### config.mk
export PLATFORM = sky130hd
export DESIGN_NAME = mol_dispatch
export DESIGN_NICKNAME = d
export VERILOG_FILES = /design/src/rtl/mol_dispatch_pkg.sv /design/src/rtl/mol_fmt_decode.sv /design/src/rtl/mol_route.sv /design/src/rtl/mol_dispatch.sv
export SDC_FILE = /design/constraint.sdc
export NUM_CORES = 1
export LEC_CHECK = 0
export ABC_CLOCK_PERIOD_IN_PS = 2500
export BUFFER_PORTS_ARGS = -buffer_cell sky130_fd_sc_hd__buf_2
export CAP_MARGIN = 40
export CORE_AREA = 2 2 150 137
export DETAILED_ROUTE_END_ITERATION = 6
export DIE_AREA = 0 0 152 139
export MAX_ROUTING_LAYER = met4
export PLACE_DENSITY = 0.71
export SYNTH_ARGS = -nofsm -noshare
export SYNTH_HDL_FRONTEND = slang
export SYNTH_SLANG_ARGS = --single-unit
### constraint.sdc
create_clock -name clk -period 2.5 [get_ports clk]
set_input_delay 0.25 -clock clk [delete_from_list [all_inputs] [get_ports clk]]
set_output_delay 0.25 -clock clk [all_outputs]
set_load 0.02 [all_outputs]
### src/rtl/mol_dispatch_pkg.sv
package mol_dispatch_pkg;
   localparam int NUM_UNITS = 5;
   localparam int UNIT_W    = 3;

   typedef enum logic [UNIT_W-1:0] {
      U_INT0 = 3'd0,
      U_INT1 = 3'd1,
      U_FPU  = 3'd2,
      U_MEM  = 3'd3,
      U_BR   = 3'd4
   } unit_e;
endpackage

### src/rtl/mol_fmt_decode.sv
module mol_fmt_decode
   import mol_dispatch_pkg::*;
#(
   parameter int SLOTS = 4,
   parameter int FMT_W = 3
) (
   input  logic                          is_long,
   input  logic [FMT_W-1:0]              fmt,
   output logic                          legal,
   output logic [SLOTS-1:0]              slot_live,
   output logic [SLOTS-1:0][UNIT_W-1:0]  slot_unit
);
   localparam int SHORT_SLOTS = SLOTS / 2;

   if (SLOTS != 4) begin : g_bad_slots
      $error("mol_fmt_decode: routing table is defined for four slots");
   end
   if (FMT_W < 3) begin : g_bad_fmt
      $error("mol_fmt_decode: routing code needs at least three bits");
   end

   always_comb begin
      slot_live = is_long ? {SLOTS{1'b1}} : {{(SLOTS-SHORT_SLOTS){1'b0}}, {SHORT_SLOTS{1'b1}}};
   end

   always_comb begin
      legal     = 1'b1;
      slot_unit = '0;
      if (is_long) begin
         case (fmt)
            FMT_W'(0): slot_unit = {U_BR,  U_MEM,  U_INT1, U_INT0};
            FMT_W'(1): slot_unit = {U_BR,  U_MEM,  U_FPU,  U_INT0};
            FMT_W'(2): slot_unit = {U_MEM, U_FPU,  U_INT1, U_INT0};
            FMT_W'(3): slot_unit = {U_BR,  U_INT1, U_INT0, U_MEM};
            FMT_W'(4): slot_unit = {U_BR,  U_MEM,  U_INT0, U_FPU};
            default:   legal     = 1'b0;
         endcase
      end else begin
         case (fmt)
            FMT_W'(0): slot_unit = {U_INT0, U_INT0, U_INT1, U_INT0};
            FMT_W'(1): slot_unit = {U_INT0, U_INT0, U_MEM,  U_INT0};
            FMT_W'(2): slot_unit = {U_INT0, U_INT0, U_BR,   U_FPU};
            FMT_W'(3): slot_unit = {U_INT0, U_INT0, U_BR,   U_MEM};
            default:   legal     = 1'b0;
         endcase
      end
   end
endmodule

### src/rtl/mol_route.sv
module mol_route
   import mol_dispatch_pkg::*;
#(
   parameter int SLOTS  = 4,
   parameter int ATOM_W = 32,
   parameter int UNITS  = NUM_UNITS
) (
   input  logic [SLOTS-1:0][ATOM_W-1:0]  atoms,
   input  logic [SLOTS-1:0]              slot_act,
   input  logic [SLOTS-1:0][UNIT_W-1:0]  slot_unit,
   output logic [UNITS-1:0]              unit_hit,
   output logic [UNITS-1:0][ATOM_W-1:0]  unit_atom
);
   if (UNITS > (1 << UNIT_W)) begin : g_bad_units
      $error("mol_route: unit count exceeds unit index width");
   end

   for (genvar u = 0; u < UNITS; u++) begin : g_unit
      always_comb begin
         unit_hit[u]  = 1'b0;
         unit_atom[u] = '0;
         for (int s = 0; s < SLOTS; s++) begin
            if (slot_act[s] && (slot_unit[s] == UNIT_W'(u))) begin
               unit_hit[u]  = 1'b1;
               unit_atom[u] = unit_atom[u] | atoms[s];
            end
         end
      end
   end
endmodule

### src/rtl/mol_dispatch.sv
module mol_dispatch
   import mol_dispatch_pkg::*;
#(
   parameter int ATOM_W = 32,
   parameter int SLOTS  = 4,
   parameter int OP_W   = 6,
   parameter int NOP_OP = 0,
   parameter int FMT_W  = 3
) (
   input  logic                        clk,
   input  logic                        rst_n,
   input  logic                        mol_valid,
   input  logic [SLOTS*ATOM_W-1:0]     mol_data,
   output logic                        mol_ready,
   input  logic [NUM_UNITS-1:0]        unit_ready,
   output logic [NUM_UNITS-1:0]        iss_valid,
   output logic [NUM_UNITS*ATOM_W-1:0] iss_atom,
   output logic                        fmt_err
);
   localparam int HDR_W = FMT_W + 1;

   if (ATOM_W < HDR_W + OP_W) begin : g_bad_atom
      $error("mol_dispatch: atom too narrow for header and opcode");
   end
   if (NOP_OP >= (1 << OP_W)) begin : g_bad_nop
      $error("mol_dispatch: NOP opcode does not fit the opcode field");
   end

   logic [SLOTS-1:0][ATOM_W-1:0]     atoms;
   logic [SLOTS-1:0]                 slot_live;
   logic [SLOTS-1:0]                 slot_nop;
   logic [SLOTS-1:0][UNIT_W-1:0]     slot_unit;
   logic                             legal;
   logic [NUM_UNITS-1:0]             need;
   logic [NUM_UNITS-1:0][ATOM_W-1:0] routed;
   logic                             fire;

   assign atoms = mol_data;

   for (genvar s = 0; s < SLOTS; s++) begin : g_slot
      assign slot_nop[s] = (atoms[s][ATOM_W-1 -: OP_W] == OP_W'(NOP_OP));
   end

   mol_fmt_decode #(.SLOTS(SLOTS), .FMT_W(FMT_W)) u_dec (
      .is_long   (atoms[0][0]),
      .fmt       (atoms[0][FMT_W:1]),
      .legal     (legal),
      .slot_live (slot_live),
      .slot_unit (slot_unit)
   );

   mol_route #(.SLOTS(SLOTS), .ATOM_W(ATOM_W), .UNITS(NUM_UNITS)) u_route (
      .atoms     (atoms),
      .slot_act  (slot_live & ~slot_nop),
      .slot_unit (slot_unit),
      .unit_hit  (need),
      .unit_atom (routed)
   );

   assign mol_ready = !legal || ((need & ~unit_ready) == '0);
   assign fire      = mol_valid && mol_ready && legal;

   for (genvar u = 0; u < NUM_UNITS; u++) begin : g_lane
      always_ff @(posedge clk or negedge rst_n) begin
         if (!rst_n) begin
            iss_valid[u]                  <= 1'b0;
            iss_atom[u*ATOM_W +: ATOM_W]  <= '0;
         end else begin
            iss_valid[u]                  <= fire && need[u];
            iss_atom[u*ATOM_W +: ATOM_W]  <= (fire && need[u]) ? routed[u] : '0;
         end
      end
   end

   always_ff @(posedge clk or negedge rst_n) begin
      if (!rst_n) fmt_err <= 1'b0;
      else        fmt_err <= mol_valid && !legal;
   end
endmodule

After elaboration in Yosys (flattened, before gate mapping)
Cells that the tools add are included.
Widths: inputs -> output; s select.
{"block": "op_classes", "n_reduce_logical": 42, "mux": 52, "bitwise_logic": 19, "n_eq_ne": 20}
{"cell": "$mux 32", "n": 25}
{"cell": "$or 32x32->32", "n": 15}
{"cell": "$pmux 12 s5", "n": 1}
{"cell": "$eq 3x2->1 const B", "n": 10}
{"cell": "$logic_and 1x1->1", "n": 28}
{"cell": "$logic_not 6->1", "n": 4}
{"cell": "$pmux 6 s4", "n": 1}
{"cell": "$mux 1", "n": 23}
{"cell": "$eq 3x1->1 const B", "n": 5}
{"cell": "$eq 3x3->1 const B", "n": 5}
{"cell": "$logic_not 3->1", "n": 5}
{"cell": "$mux 12", "n": 1}
{"cell": "$and 5x5->5", "n": 1}
{"cell": "$logic_not 5->1", "n": 1}
{"cell": "$not 5->5", "n": 1}
{"cell": "$reduce_or 5->1", "n": 1}
{"cell": "$and 4x4->4", "n": 1}
{"cell": "$mux 4", "n": 1}
{"cell": "$not 4->4", "n": 1}
{"cell": "$reduce_or 4->1", "n": 1}
{"cell": "$logic_not 1->1", "n": 1}
{"cell": "$logic_or 1x1->1", "n": 1}
{"block": "totals", "out_inout_bits": 167, "reg_bits": 166, "in_bits": 136}

Logic depth before layout (Yosys ltp)
Gate-level depths: netlist (run 1).
{"block": "logic_depth", "depth_word": 16, "depth_mapped": 11, "depth_no_buf": 6}

Hierarchy
Synthesis (run 1) repeated with hierarchy kept, for this count alone.
{"block": "hier_totals", "hier_cells": 1154, "area_unflattened_um2": 9618.0}
{"module": "mol_dispatch", "seq_area_each_um2": 4154.0, "cells_each": 547, "n_inst": 1, "area_each_um2": 5934.4}
{"module": "mol_route", "seq_area_each_um2": 0.0, "cells_each": 581, "n_inst": 1, "area_each_um2": 3514.6}
{"module": "mol_fmt_decode", "seq_area_each_um2": 0.0, "cells_each": 26, "n_inst": 1, "area_each_um2": 168.9}

Worst setup path before layout (run 1)
OpenSTA, ideal clock, no wires.
{"block": "synth_path", "kind": "input -> output", "from": "in mol_data[3]", "to": "out mol_ready", "path_buffers": 3, "setup_slack_ns": -0.148, "cell_stages": 9, "t_arrival_ns": 2.398, "cell_sequence": "buf_2 -> nor4b_1 -> a21boi_2 -> or2_1 -> o21ba_2 -> or3_1 -> clkbuf_1 -> buf_2 -> o21ai_1"}
{"block": "synth_between", "elab_chain_cells": 12}
{"item": "start: declaration", "line": "mol_dispatch.sv:13", "source": "input logic [SLOTS*ATOM_W-1:0] mol_data,"}
{"item": "$eq 3x3->1 (tied with other cells)", "line": "mol_fmt_decode.sv:30", "source": "case (fmt)"}
{"item": "$pmux 12 s5 / $pmux 6 s4 (equally long branches)", "line": "mol_fmt_decode.sv:30, mol_fmt_decode.sv:39"}
{"item": "$mux 12", "line": "mol_fmt_decode.sv:29", "source": "if (is_long) begin"}
{"item": "$eq 3x1->1 (tied with other cells)", "line": "mol_route.sv:23", "source": "if (slot_act[s] && (slot_unit[s] == UNIT_W'(u))) begin"}
{"item": "$logic_and 1x1->1", "line": "mol_route.sv:23"}
{"item": "$mux 1 (4 in series)", "line": "mol_route.sv:23"}
{"item": "$and 5x5->5", "line": "mol_dispatch.sv:60", "source": "assign mol_ready = !legal || ((need & ~unit_ready) == '0);"}
{"item": "$logic_not 5->1", "line": "mol_dispatch.sv:60"}
{"item": "$logic_or 1x1->1 *", "line": "mol_dispatch.sv:60"}
{"item": "end: declaration", "line": "mol_dispatch.sv:14", "source": "output logic mol_ready,"}
Mark *: on every way between the ends. The rest lies on a longest branch, timed or not.

Worst setup path in the final report (run 1)
{"block": "layout_path", "from": "in mol_data[2]", "to": "out mol_ready"}
Same word-level chain as after synthesis.

==> results.yml, run 1 <==
status:
  status: "finished, violations left"
  failed_checks: "DRC"
clock_network:
  htreeDepth: 4
  cts_tree: "yes"
  clockRootBuffer: "clkbuf_16"
  cts.path.max_buffers: 2
  cts.sinks: 166
  postCtsSetupBuffers: 0
  cts_buffers: 17
  clkTransAtPathRegs_ns: 0.06
global_route:
  grt_overflow_total: 0
  grt_max_degree: 70
  first_global_vias: 8524
  antenna_found_initial: 1
  grt_pass1_wl_um: 49660
  grt_usage_pct: 31.08
logic_synthesis:
  syn_nets: 885
  synth-seq-cells: 166
  ys_warn_count: 0
  synth-main-ff-cell: "dfrtp_1"
  syn_area_sq_um: 7720
  synthCells: 749
  synth_top_area_cell: "dfrtp_1"
  synth_edf_count: 0
  synth.top_cell.area_share_pct: 53.81
  synth_cell_type_count: 53
  avgSynthCellArea_sq_um: 10.31
  synthTopCellsByArea: "dfrtp_1, a22oi_1, a222oi_1"
  yosysSeqAreaShare_pct: 53.81
  ys_async_sr_fraction_pct: 100.0
die:
  initial_core_util_pct: 39.23
  row_count: 49
  io_pins: 303
  die_x_um: 152
  die_area_sq_um: 21130
  die_h_um: 139
  core_sq_um: 19680
sta:
  layout_setup_ws_ns: 0.07738
  hold_viol: 0
  worst_pin_slew_ns: 0.5820
  fmax_mhz: 412.8
  period_minus_slack_ns: 2.423
  rsz0062_at_grt: "false"
  setup_viol: 0
  slew_headroom_pct: 60.20
  drv_slew: 0
  min_period_over_period_pct: 96.90
placement:
  dpl-instance-area_sq_um: 10180
  dp_hpwl_um: 21490
  port_buffers: 302
  gp_congestion: 0.9293
  pre_cts_slack_ns: -0.1423
finish:
  final_common_cell: "buf_2"
  final_core_util_pct: 55.03
  most-common-layout-cells: "buf_2, dfrtp_1, nor2_1"
  final_nets: 1227
  n_fill_cell: 1742
  syn_to_final_growth_pct: 40.29
  multi_input_area_sq_um: 3356
  ff_latch_area_sq_um: 4154
  drive_gt1_share_pct: 40.89
  design_area_sq_um: 10830
worst_setup_path:
  worstSetupEndpointType: "output pin"
  cp-start-kind: "primary input"
  worstPathArrival_ns: 2.17
  worstPathMaxFanout: 15
  setup.worst_path.class: "primary input to output pin"
  critPathRequiredTime_ns: 2.25
routing:
  dr_total_vias: 8442
  wl_met2_um: 15040
  maxUsedRoutingLayer: "met4"
  wl_met3_um: 3599
  postRouteAntennaNets: 0
  vias_per_cell: 6.207
  drt-total-wl_um: 32240
  first_pass_iters: 7
  met1Wirelength_um: 12620
  wl_per_cell_um: 23.71
  drc_errors: 2
  first_iter_violations: 1396
pwr:
  p_leak_nw: 5.414
  switchingPower_mw: 1.767
  p_comb_share_pct: 15.9
  p_per_area_nw_per_um2: 598.4
  clkPwrFrac_pct: 41.9
  intPower_mw: 4.714
  p_seq_share_pct: 42.1
  switching_share_pct: 27.26
  max-vdd-ir-drop_uv: 401.2
run:
  drv_cap: 0
hold_path:
  hold_depth: 2
  hold_class: "primary input to flop"
## final cells by class
class                           count  share of cell area, %
Timing Repair Buffer              398                  21.90
Tap cell                          255                  2.946
Antenna cell                        2                0.04621
Sequential cell                   166                  38.35
Inverter                            7                 0.2426
Clock buffer                       21                  4.159
Clock inverter                     10                  1.363
Multi-Input combinational cell    501                  30.98
## through the flow
step	total power [mW]	TNS, ns	instances	hold slack [ns]
2_1_floorplan	3.221	0	749	-0.04559
3_3_place_gp	3.768	-4.360	1326	0.2691
3_5_place_dp	3.780	-6.915	1326	0.2737
4_1_cts	6.497	0	1358	0.08123
5_1_grt	6.712	0	1360	0.08089
6_report	6.481	0	1360	0.1002
## critical path, cell delays in order
cell,delay (ns)
buf_2,0.24
or4b_2,0.65
a22oi_2,0.22
buf_6,0.25
or3_1,0.18
and2_1,0.15
o21ai_2,0.07
buf_4,0.16
## path summary, 6_finish.rpt
| path | start | end | slack (ns) |
|---|---|---|---|
| min in group asynchronous | rst_n | iss_atom[155] | 0.39 |
| max in group asynchronous | rst_n | iss_atom[132] | 1.24 |
| worst min-delay path | mol_valid | fmt_err | 0.10 |
| worst max-delay path | mol_data[2] | mol_ready | 0.08 |
## logic make-up after synthesis
family                 Yosys count  synth area share (%)
AOI/OAI and AO/OA              289                 29.06
buffers and inverters           82                 4.360
DFF                            166                 53.81
muxes                            3                0.4052
and+or+nand+nor                209                 12.37
## cell usage after synthesis, drive strengths merged, types with 2 or more instances
cell type  instances
nor3              31
mux2i              2
a211oi             3
o21ai             12
buf               21
a22oi            117
nor3b              2
nor2b              3
a222oi            55
and3               2
a21oi             41
a31oi              7
inv                7
and2               5
nand2b             2
a21boi             4
a2111oi            4
clkbuf            54
or3                2
o22ai              2
a221oi             5
nand3              4
a22o              31
nand2             26
nand4bb            2
or4b               2
nor2             118
nor4               5
dfrtp            166
## repair_timing
item,CTS,global route
gates resized for setup,0,8
hold endpoints to repair,55,0
setup endpoints to repair,0,1
hold buffers,1,0
## power by group through the flow
stage	Clock (mW)	Combinational (mW)	Sequential, mW
after detailed placement	0	0.999	2.78
after floorplan	0	0.391	2.83
after global placement	0	0.987	2.78
final	2.72	1.03	2.73
after CTS	2.76	1.00	2.73
after global routing	2.88	1.10	2.73
## layer usage
metal / up-vias / global-route usage, %
met5: - / -
met4: 0 / 11.95
met3: 86 / 7.344
met2: 716 / 46.87
met1: 4053 / 40.81
li1: 3587 / -
## state kept, by name, summed over array words and instances, names as in the netlist
signal     cells
iss_atom     160
iss_valid      5
fmt_err        1
Power figures use the tool's default switching activity.
==> run 2, diff against run 1 <==
BUFFER_PORTS_ARGS = not set   (was -buffer_cell sky130_fd_sc_hd__buf_2)
CELL_PAD_IN_SITES_DETAIL_PLACEMENT = 1   (was not set)
CELL_PAD_IN_SITES_GLOBAL_PLACEMENT = 1   (was not set)
DONT_BUFFER_PORTS = 1   (was not set)
PLACE_DENSITY = 0.72   (was 0.71)
==> results.yml, run 2 (synthesized netlist as in run 1, its figures left out) <==
hold_path:
  hold_class: "primary input to asynchronous set/reset pin"
status:
  status: "finished, violations left"
  failed_checks: "hold timing, setup timing"
routing:
  wl_per_cell_um: 32.87
  dr_total_vias: 8084
  drc_errors: 0
  drt-total-wl_um: 36740
  postRouteAntennaNets: 0
  first_iter_violations: 1337
  first_pass_iters: 6
  vias_per_cell: 7.231
run:
  drv_cap: 0
global_route:
  grt_pass1_wl_um: 55790
  grt_overflow_total: 0
  grt_max_degree: 167
  grt_usage_pct: 35.30
  antenna_found_initial: 0
  first_global_vias: 8879
clock_network:
  clockRootBuffer: "clkbuf_16"
  ctsHoldBuffers: 108
  htreeDepth: 4
  clkTransAtPathRegs_ns: 0.07
  cts_tree: "yes"
  cts_buffers: 17
  cts.sinks: 166
  cts.path.max_buffers: 2
finish:
  largest_register_ffs: 160
  finalNonFillerCells: 1118
  most-common-layout-cells: "dfrtp_1, nor2_1, a22oi_1"
  largest-register: "iss_atom"
  design_area_sq_um: 9947
  final_core_util_pct: 50.54
  drive_gt1_share_pct: 12.05
  top_regs: "iss_atom: 160 flops, iss_valid: 5 flops, fmt_err: 1 flops"
  final_nets: 986
  syn_to_final_growth_pct: 28.85
  final_common_cell: "dfrtp_1"
  antenna_cells: 0
placement:
  pre_cts_slack_ns: -0.06363
  dpl-instance-area_sq_um: 8265
  gp_congestion: 0.8819
  port_buffers: 0
  post-place-cells: 977
  dp_hpwl_um: 21450
worst_setup_path:
  setup.worst_path.class: "primary input to output pin"
  path_buf_inv: 2
  worstSetupEndpointType: "output pin"
  slowest_stage: "or3_2"
  cpMostUsedCell: "buf_4"
  cpPeakStageDelay_ns: 0.53
  cp-start-kind: "primary input"
  cp_top_family: "simple AND/OR/NAND/NOR gates"
  crit_chain: "nor4_2 > buf_4 > nand2_1 > o211a_1 > o21ba_2 > or3_2 > o21ai_2 > buf_4"
  worstPathArrival_ns: 2.31
  critPathRequiredTime_ns: 2.25
  worstPathMaxFanout: 5
sta:
  setup_viol: 1
  holdWs_ns: -0.4851
  period_minus_slack_ns: 2.555
  drv_slew: 0
  hold_viol: 166
  slew_headroom_pct: 36.98
  fin_setup_tns_ns: -0.05534
  layout_setup_ws_ns: -0.05534
  worst_pin_slew_ns: 0.9366
  fmax_mhz: 391.3
  min_period_over_period_pct: 102.2
pwr:
  p_leak_nw: 4.091
  p_per_area_nw_per_um2: 621.2
  total_power_mw: 6.179
  max-vdd-ir-drop_uv: 416.9
die:
  die_x_um: 152
  die_h_um: 139
  die_area_sq_um: 21130
  row_count: 49
  initial_core_util_pct: 39.23
  core_sq_um: 19680
  io_pins: 303
[run 2: what timing repair did]
item                       4_1_cts  5_1_grt
resized for setup                0        4
hold endpoints to repair       243      166
setup endpoints to repair        0        1
setup buffers                    0        1
[run 2: path summary, 6_finish.rpt]
kind / start / endpoint / slack [ns] / cells past startpoint
setup / recovery: mol_data[90] / mol_ready / -0.06 / 8
hold / removal: rst_n / iss_atom[24] / -0.49 / 0
max in group asynchronous: rst_n / iss_atom[93] / 2.70 / 0
min in group clk: mol_data[43] / iss_atom[43] / 0.01 / 2
[run 2: layer usage]
layer / vias up / part of all wire [%] / wire (um) / global-route usage, %
met5: - / 0 / 0 / -
met4: 0 / 5.1 / 1857 / 17.27
met3: 203 / 12 / 4363 / 9.969
met2: 800 / 47 / 17220 / 54.74
met1: 3980 / 36 / 13300 / 42.52
li1: 3101 / - / - / -
[run 2: power by group]
group          total [mW]  switching (mW)  leakage, nW  internal (mW)
registers            2.79          0.0673         2.31           2.72
logic               0.765           0.419         1.51          0.346
clock network        2.63            1.22        0.270           1.41
total                6.18            1.71         4.09           4.47
[run 2: layout make-up]
| cell class | instances | area [sq um] |
|---|---|---|
| clock buffers | 19 | 432.9 |
| clock inverters | 13 | 141.4 |
| fillers | 2098 | 9733 |
| inverters | 7 | 26.28 |
| multi-input cells | 501 | 3358 |
| flip-flops and latches | 166 | 4154 |
| well taps | 255 | 319.1 |
| repair buffers | 157 | 1515 |
==> run 3, diff against run 2 <==
CORE_AREA = 2 2 167 153   (was 2 2 150 137)
CTS_CLUSTER_SIZE = 10   (was not set)
DIE_AREA = 0 0 169 155   (was 0 0 152 139)
PLACE_DENSITY = 0.76   (was 0.72)
SYNTH_HIERARCHICAL = 1   (was not set)
==> results.yml, run 3 <==
status:
  status: "finished, violations left"
  failed_checks: "DRC, hold timing, slew limit, setup timing"
die:
  initial_core_util_pct: 39.04
  io_pins: 303
  row_count: 55
  core_sq_um: 24640
  die_area_sq_um: 26200
  die_x_um: 169
  die_h_um: 155
sta:
  slew_headroom_pct: -428.0
  drv_slew: 68
  rsz0062_at_grt: "true"
  min_period_over_period_pct: 107.0
  layout_setup_ws_ns: -0.1762
  holdWs_ns: -0.4801
  worst_pin_slew_ns: 7.814
  fmax_mhz: 373.7
  hold_viol: 166
  setup_viol: 41
  period_minus_slack_ns: 2.676
logic_synthesis:
  synth.top_cell.area_share_pct: 43.19
  synthTopCellsByArea: "dfrtp_1, a222oi_1, nand2_1"
  ys_warn_count: 6
  yosysMostFrequentCell: "nand2_1"
  synth_edf_count: 0
  syn_area_sq_um: 9618
  yosysSeqAreaShare_pct: 43.19
  synth_cell_type_count: 37
  synth_top_area_cell: "dfrtp_1"
  synth-seq-cells: 166
  synthCells: 1154
  synth_top_cells_by_count: "nand2_1, dfrtp_1, inv_1"
  avgSynthCellArea_sq_um: 8.334
  synth-main-ff-cell: "dfrtp_1"
  ys_async_sr_fraction_pct: 100.0
finish:
  largest-register: "iss_atom"
  final_core_util_pct: 47.11
  antenna_cells: 0
  final_common_cell: "nand2_1"
  final_nets: 1261
  most-common-layout-cells: "nand2_1, dfrtp_1, inv_1"
  largest_register_ffs: 160
  top_regs: "iss_atom: 160 flops, iss_valid: 5 flops, fmt_err: 1 flops"
  drive_gt1_share_pct: 20.12
  syn_to_final_growth_pct: 20.66
routing:
  postRouteAntennaNets: 0
  drc_errors: 5
  drt-total-wl_um: 43440
  dr_total_vias: 9819
  first_iter_violations: 1928
  first_pass_iters: 7
  wl_per_cell_um: 29.94
  vias_per_cell: 6.767
pwr:
  p_per_area_nw_per_um2: 561.2
  max-vdd-ir-drop_uv: 374.6
  switching_share_pct: 31.99
  switchingPower_mw: 2.083
  p_comb_share_pct: 16.8
  intPower_mw: 4.429
  p_leak_nw: 5.193
  clkPwrFrac_pct: 40.7
  total_power_mw: 6.513
  p_seq_share_pct: 42.5
clock_network:
  cts_tree: "yes"
  ctsHoldBuffers: 4
  clockRootBuffer: "clkbuf_16"
  cts.path.max_buffers: 2
  cts_buffers: 17
  htreeDepth: 4
  clkTransAtPathRegs_ns: 0.08
  cts.sinks: 166
global_route:
  grt_max_degree: 167
  grt_overflow_total: 0
  antenna_found_initial: 0
  first_global_vias: 9795
  grt_usage_pct: 31.98
  grt_pass1_wl_um: 61930
worst_setup_path:
  cpMostUsedCell: "or4_4"
  critPathRequiredTime_ns: 2.25
  slowest_stage: "or4_4"
  worstPathArrival_ns: 2.43
  setup.worst_path.class: "primary input to output pin"
  path_buf_inv: 0
  crit_chain: "or4_4 > o31a_1 > and4b_2 > or4_4 > nand2b_4 > o221ai_4 > o21ai_4"
  cpPeakStageDelay_ns: 0.56
  worstPathMaxFanout: 6
  worstSetupEndpointType: "output pin"
  cp-start-kind: "primary input"
  cp_top_family: "simple AND/OR/NAND/NOR gates"
placement:
  pre_cts_slack_ns: -0.4264
  port_buffers: 0
  gp_congestion: 0.8945
  dp_hpwl_um: 24740
hold_path:
  hold_class: "primary input to asynchronous set/reset pin"
run:
  drv_cap: 0
-- run 3: path summary, 6_finish.rpt --
path	endpoint	from	slack (ns)	depth (start not counted)
max in group asynchronous	iss_atom[158]	rst_n	2.59	0
worst min-delay path	iss_atom[3]	rst_n	-0.48	0
worst max-delay path	mol_ready	mol_data[91]	-0.18	7
min in group clk	iss_atom[51]	mol_data[19]	0.02	4
-- run 3: logic make-up after synthesis --
family	synth area share (%)
AOI/OAI and AO/OA	20.35
DFF	43.19
other	0.07808
buffers and inverters	12.50
and+or+nand+nor	23.88
-- run 3: cell type report --
class                           count  area [sq um]
Tap cell                          313         391.6
Inverter                          162         610.6
Fill cell                        2807         13030
Multi-Input combinational cell    711          5074
Clock buffer                       17         425.4
Clock inverter                     15         158.9
Timing Repair Buffer               67         790.8
Sequential cell                   166          4154
-- run 3: timing repair --
item | CTS | global route
endpoints found under the hold margin | 170 | 166
setup endpoints to repair | 1 | 78
gates resized for setup | 2 | 126
cloned | 0 | 8
pin swaps | 5 | 16
setup buffers | 5 | 6
-- run 3: power groups by stage --
| stage | clock network (mW) | registers (mW) | logic, mW |
|---|---|---|---|
| after floorplan | 0 | 2.82 | 0.612 |
| after global placement | 0 | 2.82 | 0.827 |
| after detailed placement | 0 | 2.82 | 0.842 |
| after CTS | 2.69 | 2.77 | 0.865 |
| after global routing | 2.78 | 2.77 | 1.16 |
| final | 2.65 | 2.77 | 1.09 |
-- run 3: per-stage QoR --
step | setup TNS [ns] | cell area [sq um] | std cells | hold slack [ns]
floorplan | -20.61 | 9697 | 1156 | -0.04559
CTS | -0.1372 | 10730 | 1437 | -0.5049
global route | -4.225 | 11600 | 1451 | -0.5027
finish | -1.181 | 11600 | 1451 | -0.4801
global placement | -46.30 | 10060 | 1396 | -0.03867
detailed placement | -53.12 | 10060 | 1396 | -0.03849
-- run 3: metal layers --
| metal | wire (um) | track usage (%) | up-vias | share of wire [%] |
|---|---|---|---|---|
| met5 | 0 | - | - | 0 |
| met4 | 1735 | 11.93 | 0 | 4.0 |
| met3 | 5249 | 8.268 | 136 | 12 |
| met2 | 19970 | 48.56 | 780 | 46 |
| met1 | 16480 | 41.31 | 4856 | 38 |
| li1 | - | - | 4047 | - |
